### config.mk
export PLATFORM = sky130hd
export DESIGN_NAME = blt_slot_seq
export DESIGN_NICKNAME = d
export VERILOG_FILES = /design/src/rtl/blt_slot_pkg.sv /design/src/rtl/blt_slot_walker.sv /design/src/rtl/blt_slot_map.sv /design/src/rtl/blt_slot_seq.sv
export SDC_FILE = /design/constraint.sdc
export NUM_CORES = 1
export LEC_CHECK = 0
export BUFFER_PORTS_ARGS = -buffer_cell sky130_fd_sc_hd__buf_2
export CAP_MARGIN = 20
export CORE_ASPECT_RATIO = 0.6
export CORE_MARGIN = 5
export CORE_UTILIZATION = 60
export DETAILED_ROUTE_END_ITERATION = 10
export PLACE_DENSITY = 0.93
export SYNTH_ARGS = -nofsm -noshare
export SYNTH_HDL_FRONTEND = slang
export SYNTH_SLANG_ARGS = --single-unit
### constraint.sdc
create_clock -name clk -period 5.86 [get_ports clk]
set_input_delay 0.586 -clock clk [delete_from_list [all_inputs] [get_ports clk]]
set_output_delay 0.586 -clock clk [all_outputs]
set_load 0.005 [all_outputs]
### src/rtl/blt_slot_pkg.sv
package blt_slot_pkg;

   typedef enum logic [2:0] {
      CH_IDLE = 3'd0,
      CH_A    = 3'd1,
      CH_B    = 3'd2,
      CH_C    = 3'd3,
      CH_D    = 3'd4
   } chan_e;

   typedef enum logic [1:0] {
      PH_OFF  = 2'd0,
      PH_GRP  = 2'd1,
      PH_TAIL = 2'd2
   } phase_e;

   // Per-code slot profile
   typedef struct packed {
      chan_e      src0;
      chan_e      src1;
      chan_e      src2;
      logic [1:0] nsrc;      // leading slots that carry sources
      logic [2:0] glen;      // full group length
      logic [1:0] dpos;      // slot of the lagged destination
      logic       lag;       // destination trails by one word
      logic [1:0] tail_idle; // idles before the closing destination
   } prof_t;

   function automatic prof_t decode_prof(input logic [3:0] code);
      prof_t p;
      chan_e s [0:2];
      int    n;
      s[0] = CH_IDLE;
      s[1] = CH_IDLE;
      s[2] = CH_IDLE;
      n    = 0;
      if (code[3]) begin s[n] = CH_A; n++; end
      if (code[2]) begin s[n] = CH_B; n++; end
      if (code[1]) begin s[n] = CH_C; n++; end
      p.lag       = code[0] && (n > 0);
      p.dpos      = 2'd0;
      p.tail_idle = 2'd0;
      p.glen      = 3'd1;
      case (code)
         4'hF: begin p.glen = 3'd4; p.dpos = 2'd3; p.tail_idle = 2'd0; end
         4'hD, 4'hB: begin p.glen = 3'd3; p.dpos = 2'd2; p.tail_idle = 2'd1; end
         4'h9, 4'h3: begin p.glen = 3'd2; p.dpos = 2'd1; p.tail_idle = 2'd1; end
         4'h7: begin p.glen = 3'd4; p.dpos = 2'd3; p.tail_idle = 2'd1; end
         4'h5: begin p.glen = 3'd3; p.dpos = 2'd1; p.tail_idle = 2'd0; end
         4'hE, 4'hC, 4'h6, 4'h4: p.glen = 3'd3;
         4'hA, 4'h8, 4'h2: p.glen = 3'd2;
         4'h1: begin s[0] = CH_D; n = 1; p.glen = 3'd2; end
         default: begin s[0] = CH_IDLE; n = 1; p.glen = 3'd1; end
      endcase
      p.src0 = s[0];
      p.src1 = s[1];
      p.src2 = s[2];
      p.nsrc = 2'(n);
      return p;
   endfunction

endpackage

### src/rtl/blt_slot_walker.sv
module blt_slot_walker
   import blt_slot_pkg::*;
#(
   parameter int WORD_W = 8
) (
   input  logic              clk,
   input  logic              rst_n,
   input  logic              start,
   input  logic              advance,
   input  prof_t             prof,
   input  logic [WORD_W-1:0] last,
   output phase_e            phase,
   output logic [WORD_W-1:0] grp,
   output logic [1:0]        slot,
   output logic              done
);

   logic [2:0] cur_len;
   logic       grp_end;
   logic       last_grp;

   assign last_grp = (grp == last);
   assign cur_len  = (last_grp && !prof.lag) ? {1'b0, prof.nsrc} : prof.glen;
   assign grp_end  = ({1'b0, slot} == (cur_len - 3'd1));

   always_ff @(posedge clk or negedge rst_n) begin
      if (!rst_n) begin
         phase <= PH_OFF;
         grp   <= '0;
         slot  <= '0;
         done  <= 1'b0;
      end else begin
         done <= 1'b0;
         case (phase)
            PH_OFF: begin
               if (start) begin
                  phase <= PH_GRP;
                  grp   <= '0;
                  slot  <= '0;
               end
            end
            PH_GRP: begin
               if (advance) begin
                  if (grp_end) begin
                     slot <= '0;
                     if (last_grp) begin
                        if (prof.lag) begin
                           phase <= PH_TAIL;
                        end else begin
                           phase <= PH_OFF;
                           done  <= 1'b1;
                        end
                     end else begin
                        grp <= grp + 1'b1;
                     end
                  end else begin
                     slot <= slot + 2'd1;
                  end
               end
            end
            PH_TAIL: begin
               if (advance) begin
                  if (slot == prof.tail_idle) begin
                     phase <= PH_OFF;
                     done  <= 1'b1;
                     slot  <= '0;
                  end else begin
                     slot <= slot + 2'd1;
                  end
               end
            end
            default: phase <= PH_OFF;
         endcase
      end
   end

endmodule

### src/rtl/blt_slot_map.sv
module blt_slot_map
   import blt_slot_pkg::*;
#(
   parameter int WORD_W = 8
) (
   input  phase_e            phase,
   input  logic [WORD_W-1:0] grp,
   input  logic [1:0]        slot,
   input  prof_t             prof,
   input  logic [WORD_W-1:0] last,
   output chan_e             chan,
   output logic [WORD_W-1:0] word
);

   chan_e             pick;
   logic [WORD_W-1:0] idx;

   always_comb begin
      pick = CH_IDLE;
      idx  = '0;
      case (phase)
         PH_GRP: begin
            if (slot < prof.nsrc) begin
               case (slot)
                  2'd0:    pick = prof.src0;
                  2'd1:    pick = prof.src1;
                  default: pick = prof.src2;
               endcase
               idx = grp;
            end else if (prof.lag && (slot == prof.dpos) && (grp != '0)) begin
               pick = CH_D;
               idx  = grp - 1'b1;
            end
         end
         PH_TAIL: begin
            if (slot == prof.tail_idle) begin
               pick = CH_D;
               idx  = last;
            end
         end
         default: pick = CH_IDLE;
      endcase
      chan = pick;
      word = (pick == CH_IDLE) ? '0 : idx;
   end

endmodule

### src/rtl/blt_slot_seq.sv
module blt_slot_seq
   import blt_slot_pkg::*;
#(
   parameter int WORD_W = 8
) (
   input  logic              clk,
   input  logic              rst_n,
   input  logic              start_i,
   input  logic [3:0]        enable_i,
   input  logic [WORD_W-1:0] words_i,
   input  logic              advance_i,
   output logic              busy_o,
   output logic [2:0]        chan_o,
   output logic [WORD_W-1:0] word_o,
   output logic              done_o
);

   generate
      if (WORD_W < 1 || WORD_W > 24) begin : g_bad_width
         $error("blt_slot_seq: WORD_W out of range");
      end
   endgenerate

   logic [3:0]        code_q;
   logic [WORD_W-1:0] last_q;
   prof_t             prof;
   phase_e            phase;
   logic [WORD_W-1:0] grp;
   logic [1:0]        slot;
   chan_e             chan;
   logic              busy;

   assign busy = (phase != PH_OFF);

   always_ff @(posedge clk or negedge rst_n) begin
      if (!rst_n) begin
         code_q <= '0;
         last_q <= '0;
      end else if (start_i && !busy) begin
         code_q <= enable_i;
         last_q <= (words_i == '0) ? '0 : words_i - 1'b1;
      end
   end

   assign prof = decode_prof(code_q);

   blt_slot_walker #(.WORD_W(WORD_W)) walk_i (
      .clk     (clk),
      .rst_n   (rst_n),
      .start   (start_i),
      .advance (advance_i),
      .prof    (prof),
      .last    (last_q),
      .phase   (phase),
      .grp     (grp),
      .slot    (slot),
      .done    (done_o)
   );

   blt_slot_map #(.WORD_W(WORD_W)) map_i (
      .phase (phase),
      .grp   (grp),
      .slot  (slot),
      .prof  (prof),
      .last  (last_q),
      .chan  (chan),
      .word  (word_o)
   );

   assign chan_o = chan;
   assign busy_o = busy;

endmodule

==> results.toml <==
[status]
outcome = "finished clean"

[global_route]
grt_first_pass_wirelength_microns = 10100
track_usage_pct = 22.9
grt_overflow = 0
first_global_vias = 2053
grt_max_degree = 26
antenna_found_initial = 0

[pwr]
p_leak_nw = 1.20
vdd_drop_max_uv = 290
p_per_area_nw_per_um2 = 649

[synthesis]
yosysMostFrequentCell = "nand2_1"
yosysWarnings = 0
synth_edf_count = 0
synthArstFlopShare_pct = 100
synth_top_area_cell = "dfrtp_1"
syn_area_sq_um = 2450
synth_flop_cell = "dfrtp_1"
synth_area_leaders = "dfrtp_1 26%, ha_1 9.2%, o21ai_0 5.7%"
yosysUniqueCellTypes = 57
yosysTopAreaCellShare_pct = 25.5
ys_ff_latch = 25
syn_inst = 295
syn_nets = 329
synth_top_cells_by_count = "32 x nand2_1, 28 x o21ai_0, 25 x dfrtp_1"
syn_area_per_cell_sq_um = 8.31
ys_seq_area_share_pct = 25.5

[cells_and_area]
layout-drive-gt1-share_pct = 15.4
antenna_cells_inserted = 0
nets = 346
area_growth_pct = 6.69

[setup_path]
start_kind = "flop"
arrival_ps = 3710
critical_path.most_common_cell = "ha_1"
critPathKind = "reg2out"
crit_required_ps = 5270
path_max_fanout = 10
cpMaxStageDelayCell = "dfrtp_1"
path_cells = "inv_1 -> ha_1 -> a21o_1 -> a211o_1 -> o21ai_0 -> ha_1 -> o21a_4 -> or2_1 -> a21o_4 -> o311ai_4 -> a21boi_1 -> buf_2"
end_kind = "output port"
cpPeakStageDelay_ps = 440

[timing]
period_needed_ps = 4300
fin_crit_sh_pct = 73.4
max_clock_freq_mhz = 233
final.setup.tns_ps = 0
slew-limit-headroom_pct = 54.4
finClkSkew_ps = 4.91
finalSetupViolations = 0
final_max_slew_viol_count = 0
fin_worst_hold_slack_ps = 301
tightestPinTransition_ps = 685
finalHoldViolations = 0
rsz0062_at_grt = "false"

[floorplanning]
ios = 29
rows = 18
fp.dieH_microns = 59.5
fp.dieW_microns = 92.5
die_area_sq_um = 5510
initial_core_util_pct = 60.8
core_sq_um = 4030

[clock_tree]
path_clk_slew_ps = 100
clk_root_buffer_cell = "clkbuf_8"
clock-sinks = 25
htreeDepth = 1
cts_hold_buf = 0
cts_buffer_depth = 2
clock_latency_ps = 280
cts_made_buffers = 3
post_cts_buffers = 0
cts_tree = "built"
cts.repair.resized = 0

[job]
maxCapViolations = 0

[drt]
drt_iter0_drc = 296
viasPerCell = 6.39
wl_per_cell_microns = 17.4
wl_met1_microns = 2860
wl_met3_microns = 614
drc_errors = 0
wl_met2_microns = 2690
wirelength_microns = 6290
postRouteAntennaNets = 0
vias = 2308
first_pass_iters = 5
top_layer = "met4"

[worst_hold_path]
hold_class = "in2async"

[placement]
port_buffers = 28
dpl.hpwl_microns = 4890
routabilityCongestion = 0.985
==> routing by layer <==
metal	vias to the layer above	GRT usage (%)
li1	1087	-
met5	-	0
met3	19	4.31
met2	122	34.1
met1	1080	34.4
met4	0	5.07
==> cells in the final DEF (no fill, tap or decap), types with 2 or more instances in the layout <==
cell / synthesis / layout
o21a_1: 6 / 6
dfrtp_1: 25 / 25
nor4_1: 5 / 5
nand2_1: 32 / 32
nor4_2: 2 / 2
xor2_1: 14 / 14
a21oi_1: 9 / 9
a2111oi_0: 2 / 2
a31oi_1: 4 / 4
buf_2: 8 / 28
and3_1: 3 / 3
o21ai_0: 28 / 28
a21o_1: 4 / 4
nand3_1: 2 / 2
or3_1: 2 / 2
a21boi_1: 2 / 2
nor3_1: 4 / 4
mux2i_1: 6 / 6
o31ai_1: 4 / 4
nor2_1: 20 / 20
a211o_1: 4 / 4
nand4_1: 5 / 5
clkbuf_8: 0 / 3
nor3b_1: 2 / 2
and2_1: 10 / 10
o211ai_1: 4 / 4
mux2_2: 5 / 5
inv_1: 18 / 18
nor2b_1: 4 / 4
ha_1: 18 / 18
xnor2_1: 11 / 11
==> power by group <==
group	internal [mW]	total, mW	switching, mW
combinational	0.503	1.23	0.731
sequential	0.233	0.349	0.116
clock	0.0501	0.115	0.0649
==> state kept, by name, summed over array words and instances (netlist names) <==
name          count
walk_i.grp        8
walk_i.done       1
walk_i.phase      2
walk_i.slot       2
last_q            8
code_q            4
==> metrics by stage <==
| stage | util (%) | power, mW | setup slack [ps] | area (sq um) | std cells |
|---|---|---|---|---|---|
| floorplan | - | 1.30 | 2390 | 2450 | 295 |
| global placement | 63.6 | 1.48 | 2060 | 2560 | 357 |
| detailed placement | 63.6 | 1.54 | 1940 | 2560 | 357 |
| global route | 64.9 | 1.81 | 1360 | 2620 | 361 |
| CTS | 64.9 | 1.66 | 1600 | 2620 | 361 |
| finish | 64.9 | 1.70 | 1560 | 2620 | 361 |
==> kinds of logic (layout without fill, tap and decap cells) <==
logic type / after synthesis / in the layout / share of synthesized area (%)
flops: 25 / 25 / 25.5
mux: 11 / 11 / 4.75
compound gates: 85 / 85 / 25.3
buf+inv: 35 / 51 / 6.53
xor+xnor: 25 / 25 / 8.93
fa+ha+maj: 18 / 18 / 9.19
simple gates: 96 / 96 / 19.8
==> path summary, 6_finish.rpt <==
check	endpoint	depth (start not counted)	slack, ps	from
setup / recovery	word_o[1]	12	1560	code_q[3]
hold / removal	last_q[7]	1	300	rst_n
setup reg to reg	walk_i.grp[7]	13	2000	code_q[3]
hold reg to reg	last_q[5]	2	540	last_q[5]
max in group asynchronous	last_q[1]	1	5160	rst_n
min in group clk	last_q[0]	2	520	words_i[0]
==> layout make-up <==
cell class | instances | area, sq um
multi-input combinational | 235 | 1670
tap | 50 | 62.6
inverter | 19 | 71.3
clock inverter | 1 | 8.76
timing repair buffer | 28 | 140
sequential | 25 | 626
clock buffer | 3 | 41.3
fill | 329 | 1420
==> worst max-delay path: cells and delay by family, from the launching register on <==
family / cells / cell delay [ps]
flip-flops: 1 / 440
AND/OR/NAND/NOR: 1 / 310
buffers and inverters: 2 / 260
adder cells (fa/ha/maj): 2 / 560
AO/OA/AOI/OAI: 7 / 1850
Power figures use the tool's default switching activity.
